[src/rtl/sru_pkg.sv]
package sru_pkg;
  typedef enum logic [1:0] {
    K_SLL = 2'd0,
    K_SRL = 2'd1,
    K_SRA = 2'd2,
    K_ROR = 2'd3
  } kind_e;

  typedef enum logic [1:0] {
    F_IMM    = 2'd0,
    F_IMM_HI = 2'd1,
    F_VAR    = 2'd2,
    F_NONE   = 2'd3
  } form_e;
endpackage

[src/rtl/sru_operand_sel.sv]
module sru_operand_sel
  import sru_pkg::*;
#(
  parameter int DATA_W = 64,
  parameter int AMT_W  = $clog2(DATA_W),
  parameter int IMM_W  = AMT_W - 1
) (
  input  form_e             form,
  input  logic [DATA_W-1:0] opa,
  input  logic [DATA_W-1:0] opb,
  input  logic [IMM_W-1:0]  imm,
  output logic [DATA_W-1:0] value,
  output logic [AMT_W-1:0]  amt
);
  localparam logic [AMT_W-1:0] HALF = AMT_W'(DATA_W / 2);

  logic [AMT_W-1:0] imm_ext;
  assign imm_ext = AMT_W'(imm);

  always_comb begin
    unique case (form)
      F_IMM:    begin value = opa; amt = imm_ext;            end
      F_IMM_HI: begin value = opa; amt = imm_ext + HALF;     end
      F_VAR:    begin value = opb; amt = opa[AMT_W-1:0];     end
      default:  begin value = opa; amt = '0;                 end
    endcase
  end
endmodule

[src/rtl/sru_barrel.sv]
module sru_barrel
  import sru_pkg::*;
#(
  parameter int DATA_W = 64,
  parameter int AMT_W  = $clog2(DATA_W)
) (
  input  kind_e             kind,
  input  logic [DATA_W-1:0] value,
  input  logic [AMT_W-1:0]  amt,
  output logic [DATA_W-1:0] result
);
  logic go_left, rot, fill;
  assign go_left = (kind == K_SLL);
  assign rot     = (kind == K_ROR);
  assign fill    = (kind == K_SRA) && value[DATA_W-1];

  logic [DATA_W-1:0] value_rev, res_rev, src;
  logic [DATA_W-1:0] st [0:AMT_W];

  for (genvar b = 0; b < DATA_W; b++) begin : g_rev
    assign value_rev[b] = value[DATA_W-1-b];
    assign res_rev[b]   = st[AMT_W][DATA_W-1-b];
  end

  assign src   = go_left ? value_rev : value;
  assign st[0] = src;

  for (genvar i = 0; i < AMT_W; i++) begin : g_stage
    localparam int S = 1 << i;
    logic [S-1:0] ins;
    assign ins       = rot ? st[i][S-1:0] : {S{fill}};
    assign st[i+1]   = amt[i] ? {ins, st[i][DATA_W-1:S]} : st[i];
  end

  assign result = go_left ? res_rev : st[AMT_W];

  always_comb begin
    if (rot)
      a_r4_rot_keeps_ones: assert ($countones(result) == $countones(value));
    if (kind == K_SRA)
      a_r3_sign_kept: assert (result[DATA_W-1] == value[DATA_W-1]);
    if (go_left && amt != '0)
      a_r1_low_zero: assert (result[0] == 1'b0);
    if (kind == K_SRL && amt != '0)
      a_r2_top_zero: assert (result[DATA_W-1] == 1'b0);
  end
endmodule

[src/rtl/sru_out_stage.sv]
module sru_out_stage #(
  parameter int DATA_W  = 64,
  parameter bit REG_OUT = 1'b1
) (
  input  logic              clk,
  input  logic              rst_n,
  input  logic              in_valid,
  output logic              in_ready,
  input  logic [DATA_W-1:0] in_data,
  output logic              out_valid,
  input  logic              out_ready,
  output logic [DATA_W-1:0] out_data
);
  if (REG_OUT) begin : g_reg
    logic              vld_q;
    logic [DATA_W-1:0] dat_q;

    always_ff @(posedge clk) begin
      if (!rst_n) begin
        vld_q <= 1'b0;
        dat_q <= '0;
      end else if (in_ready) begin
        vld_q <= in_valid;
        if (in_valid) dat_q <= in_data;
      end
    end

    assign in_ready  = !vld_q || out_ready;
    assign out_valid = vld_q;
    assign out_data  = dat_q;

    a_r9_hold: assert property (@(posedge clk) disable iff (!rst_n)
      (out_valid && !out_ready) |=> (out_valid && $stable(out_data)));
    a_r8_deliver: assert property (@(posedge clk) disable iff (!rst_n)
      (in_valid && in_ready) |=> (out_valid && out_data == $past(in_data)));
    a_r8_stall: assert property (@(posedge clk) disable iff (!rst_n)
      (out_valid && !out_ready) |-> !in_ready);
  end else begin : g_comb
    assign in_ready  = out_ready;
    assign out_valid = in_valid;
    assign out_data  = in_data;
  end
endmodule

[src/rtl/shift_rotate_unit.sv]
module shift_rotate_unit
  import sru_pkg::*;
#(
  parameter int DATA_W  = 64,
  parameter bit REG_OUT = 1'b1,
  parameter int AMT_W   = $clog2(DATA_W),
  parameter int IMM_W   = AMT_W - 1
) (
  input  logic              clk,
  input  logic              rst_n,
  input  logic              in_valid,
  output logic              in_ready,
  input  logic [3:0]        in_op,
  input  logic [DATA_W-1:0] in_opa,
  input  logic [DATA_W-1:0] in_opb,
  input  logic [IMM_W-1:0]  in_imm,
  output logic              out_valid,
  input  logic              out_ready,
  output logic [DATA_W-1:0] out_data
);
  kind_e             kind;
  form_e             form;
  logic [DATA_W-1:0] sel_value, shifted;
  logic [AMT_W-1:0]  sel_amt;

  assign kind = kind_e'(in_op[3:2]);
  assign form = form_e'(in_op[1:0]);

  sru_operand_sel #(.DATA_W(DATA_W), .AMT_W(AMT_W), .IMM_W(IMM_W)) u_sel (
    .form  (form),
    .opa   (in_opa),
    .opb   (in_opb),
    .imm   (in_imm),
    .value (sel_value),
    .amt   (sel_amt)
  );

  sru_barrel #(.DATA_W(DATA_W), .AMT_W(AMT_W)) u_barrel (
    .kind   (kind),
    .value  (sel_value),
    .amt    (sel_amt),
    .result (shifted)
  );

  sru_out_stage #(.DATA_W(DATA_W), .REG_OUT(REG_OUT)) u_out (
    .clk       (clk),
    .rst_n     (rst_n),
    .in_valid  (in_valid),
    .in_ready  (in_ready),
    .in_data   (shifted),
    .out_valid (out_valid),
    .out_ready (out_ready),
    .out_data  (out_data)
  );

  if (REG_OUT) begin : g_chk
    a_r7_unused_pass: assert property (@(posedge clk) disable iff (!rst_n)
      (in_valid && in_ready && in_op[1:0] == 2'b11) |=> (out_data == $past(in_opa)));
    a_r10_reset_idle: assert property (@(posedge clk)
      $past(!rst_n) |-> !out_valid);
  end
endmodule

[config.mk]
export PLATFORM = sky130hd
export DESIGN_NAME = shift_rotate_unit
export DESIGN_NICKNAME = d
export VERILOG_FILES = /design/src/rtl/sru_pkg.sv /design/src/rtl/sru_operand_sel.sv /design/src/rtl/sru_barrel.sv /design/src/rtl/sru_out_stage.sv /design/src/rtl/shift_rotate_unit.sv
export SDC_FILE = /design/constraint.sdc
export NUM_CORES = 1
export LEC_CHECK = 0
export BUFFER_PORTS_ARGS = -buffer_cell sky130_fd_sc_hd__buf_4
export CAP_MARGIN = 10
export CORE_MARGIN = 10
export CORE_UTILIZATION = 40
export DETAILED_ROUTE_END_ITERATION = 8
export PLACE_DENSITY = 0.67
export SLEW_MARGIN = 25
export SYNTH_ARGS = -nofsm -noshare
export SYNTH_HDL_FRONTEND = slang
export SYNTH_SLANG_ARGS = --single-unit
[constraint.sdc]
create_clock -name clk -period 4.05 [get_ports clk]
set_clock_uncertainty 0.15 [all_clocks]
set_input_delay 0.6075 -clock clk [delete_from_list [all_inputs] [get_ports clk]]
set_output_delay 0.6075 -clock clk [all_outputs]
set_load 0.01 [all_outputs]
==> results_dict.tcl <==
set metrics [dict create \
    synth_area_leader_cell "dfxtp_1" \
    cp-end-kind "flip-flop" \
    synthCells 1524 \
    period_needed_ns 3.88 \
    yosysUniqueCellTypes 77 \
    cts_tree "yes" \
    min_path_cells 2 \
    port_buffers 206 \
    dp_hpwl_mm 49.5 \
    ys_seq_elements 65 \
    tightest_slew_ns 0.853 \
    die_h_um 186 \
    slew_headroom_pct 43.0 \
    route.detailed.drc 0 \
    fillers 2671 \
    grt_pass1_vias 14300 \
    num_io_pins 207 \
    wire_per_inst_um 30.0 \
    coreArea_um2 27000 \
    timing_worst_setup_path_type "input pin to flip-flop" \
    synthesis.area_um2 11000 \
    grt_pass1_wl_mm 93.4 \
    drv_slew 0 \
    synthFlopType "dfxtp_1" \
    first_pass_iters 7 \
    area_delta_synth_final_pct 29.3 \
    antenna_left 0 \
    cts_num_sinks 65 \
    clock_latency_ns 0.33 \
    fp.dieArea_um2 34500 \
    leakage_uw 0.00562 \
    p_sw_share_pct 46.4 \
    cts.clk_slew.worst_paths_ns 0.07 \
    pwr-share-comb_pct 62.1 \
    synth_area_leaders "dfxtp_1 (12%), nor3_1 (5.3%), a211oi_1 (5.0%), a32oi_1 (4.6%), a22oi_1 (4.6%)" \
    outcome "completed" \
    peakVddDrop_uv 212 \
    num_antenna_cells 0 \
    cts_max_path_buffers 2 \
    syn_avg_cell_area_um2 7.20 \
    yosysSeqAreaShare_pct 11.9 \
    regArea_um2 1300 \
    grt_usage_pct 35.0 \
    setup_viol 0 \
    rsz0062_at_grt "no" \
    via_per_inst 7.40 \
    synth.most_common_cell "nor3_1" \
    start_util_pct 40.7 \
    hp-class "flip-flop to flip-flop" \
    required_ns 4.17 \
    synth_nets 1665 \
    antenna_found_initial 1 \
    timing.fmax_ghz 0.258 \
    cp.arrival_ns 3.99 \
    clockPowerShare_pct 20.2 \
    routabilityCongestion 1.07 \
    first_iter_violations 2615 \
    multi_input_area_um2 8710 \
    start_kind "input pin" \
    cts_made_buffers 9 \
    p_int_uw 2330 \
    pre_cts_ws_ns -0.0743 \
    p_total_uw 4350 \
    post-cts-setup-buffer-count 0 \
    finalHoldViolCount 0 \
    finalCritPeriodShare_pct 95.7 \
    clock-root-buffer "clkbuf_16" \
    setup_tns_ns 0 \
    power.switching_uw 2020 \
    rows 60 \
    cp_max_fo 22 \
    power.share.sequential_pct 17.7 \
    cap_viol_max_count 0 \
    drive_above_1_share_pct 28.6 \
    nets 1894 \
    grt.overflow.total 0 \
    fin_ws_ns 0.175 \
    r2r_slack_ns 1.20 \
    vias 15500 \
    async_flop_share_pct 0 \
    p_per_area_nw_per_um2 307 \
    synth_edf_count 0 \
    synth_top_area_share_pct 11.9 \
    die_width_um 186 \
    yosys_warnings 0 \
    htree_levels 3 \
    ys_top_cells_by_count "nor3_1 (116), nand2_1 (108), clkbuf_1 (87), a211oi_1 (73), a21oi_1 (71)" \
    wl_mm 63.0 \
    reg2regPathDepth 8 \
    grt_max_degree 61 \
]
through the flow:
stage	hold slack, ns	cell area (um2)	std cells	utilization (%)
after CTS	0.325	14200	2099	52.6
after detailed placement	0.303	13900	2083	51.4
after floorplan	0.345	11000	1524	-
after global placement	0.307	13900	2083	51.4
final	0.322	14200	2099	52.7
after global routing	0.343	14200	2099	52.7
path summary, 6_finish.rpt:
kind	start	to
worst max-delay path	in_op[1]	u_out.out_data[40]$_SDFFE_PN0P_
worst min register to register	u_out.out_data[11]$_SDFFE_PN0P_	u_out.out_data[11]$_SDFFE_PN0P_
worst min-delay path	u_out.out_data[11]$_SDFFE_PN0P_	u_out.out_data[11]$_SDFFE_PN0P_
worst max register to register	u_out.out_valid$_SDFFE_PN0N_	u_out.out_data[8]$_SDFFE_PN0P_
state kept, by name, indices dropped and copies added (netlist names):
signal / count
u_out.out_data: 64
u_out.out_valid: 1
layout make-up:
cell class                 instances  area share [%]
clock buffer                       9            1.59
clock inverter                     7           0.705
inverter                          59            1.56
multi-input combinational       1227            61.3
sequential                        65            9.17
tap                              341            3.01
timing repair buffer             391            22.6
layer usage:
layer  GRT usage, %  wire [um]  vias up
met5              0         13        -
met4           6.35       1310        2
met3           9.51       8210      141
met2           53.2      27500     1183
met1           48.4      26000     7540
li1               -          -     6664
cell families after synthesis:
logic type	share of synthesized area (%)
AND/OR/NAND/NOR	24.8
AO/OA/AOI/OAI	46.3
flip-flops	11.9
multiplexers	7.69
buffers and inverters	9.31
cells in the final DEF, fill, tap and decap left out, drive strengths merged, types with 7 or more instances in the layout:
master / netlist / routed
buf: 86 / 391
nor3: 116 / 116
nand2: 108 / 108
a211oi: 76 / 76
a21oi: 71 / 71
o21ai: 70 / 70
a22oi: 67 / 67
dfxtp: 65 / 65
nor2: 65 / 65
inv: 59 / 62
a32oi: 58 / 58
nor4b: 56 / 56
mux2i: 45 / 45
o221a: 42 / 42
o22ai: 37 / 37
o32a: 36 / 36
nand3: 34 / 34
o211ai: 28 / 28
nand2b: 28 / 28
a221oi: 23 / 23
mux2: 21 / 21
o221ai: 18 / 18
a31oi: 17 / 17
a211o: 17 / 17
nor4bb: 16 / 16
nor3b: 15 / 15
a221o: 14 / 14
a22o: 14 / 14
nor2b: 10 / 10
and2: 10 / 10
or3: 9 / 9
clkbuf: 87 / 9
and3: 8 / 8
o211a: 8 / 8
o31ai: 7 / 7
mux4: 7 / 7
o21a: 7 / 7
critical path, stage by stage:
cell	delay, ns
buf_4	0.19
buf_4	0.27
nor2b_1	0.11
a21oi_1	0.53
buf_4	0.25
nand2_1	0.16
o32ai_1	0.57
nor3_1	0.11
buf_4	0.18
nor2_1	0.15
a221oi_2	0.14
buf_4	0.18
a2111o_1	0.37
a31oi_1	0.16
power groups by stage:
stage / sequential (uW) / combinational [uW] / clock, uW
3_3_place_gp: 779 / 2570 / 0
6_report: 769 / 2700 / 878
4_1_cts: 766 / 2590 / 871
3_5_place_dp: 778 / 2570 / 0
5_1_grt: 776 / 2810 / 904
2_1_floorplan: 801 / 1330 / 0
timing repair:
| item | 4_1_cts | 5_1_grt |
|---|---|---|
| endpoints found under the setup margin | 0 | 2 |
| gates resized for setup | 0 | 1 |
| hold buffers | 0 | 0 |
Note: power is estimated with default switching activity, not from simulation.
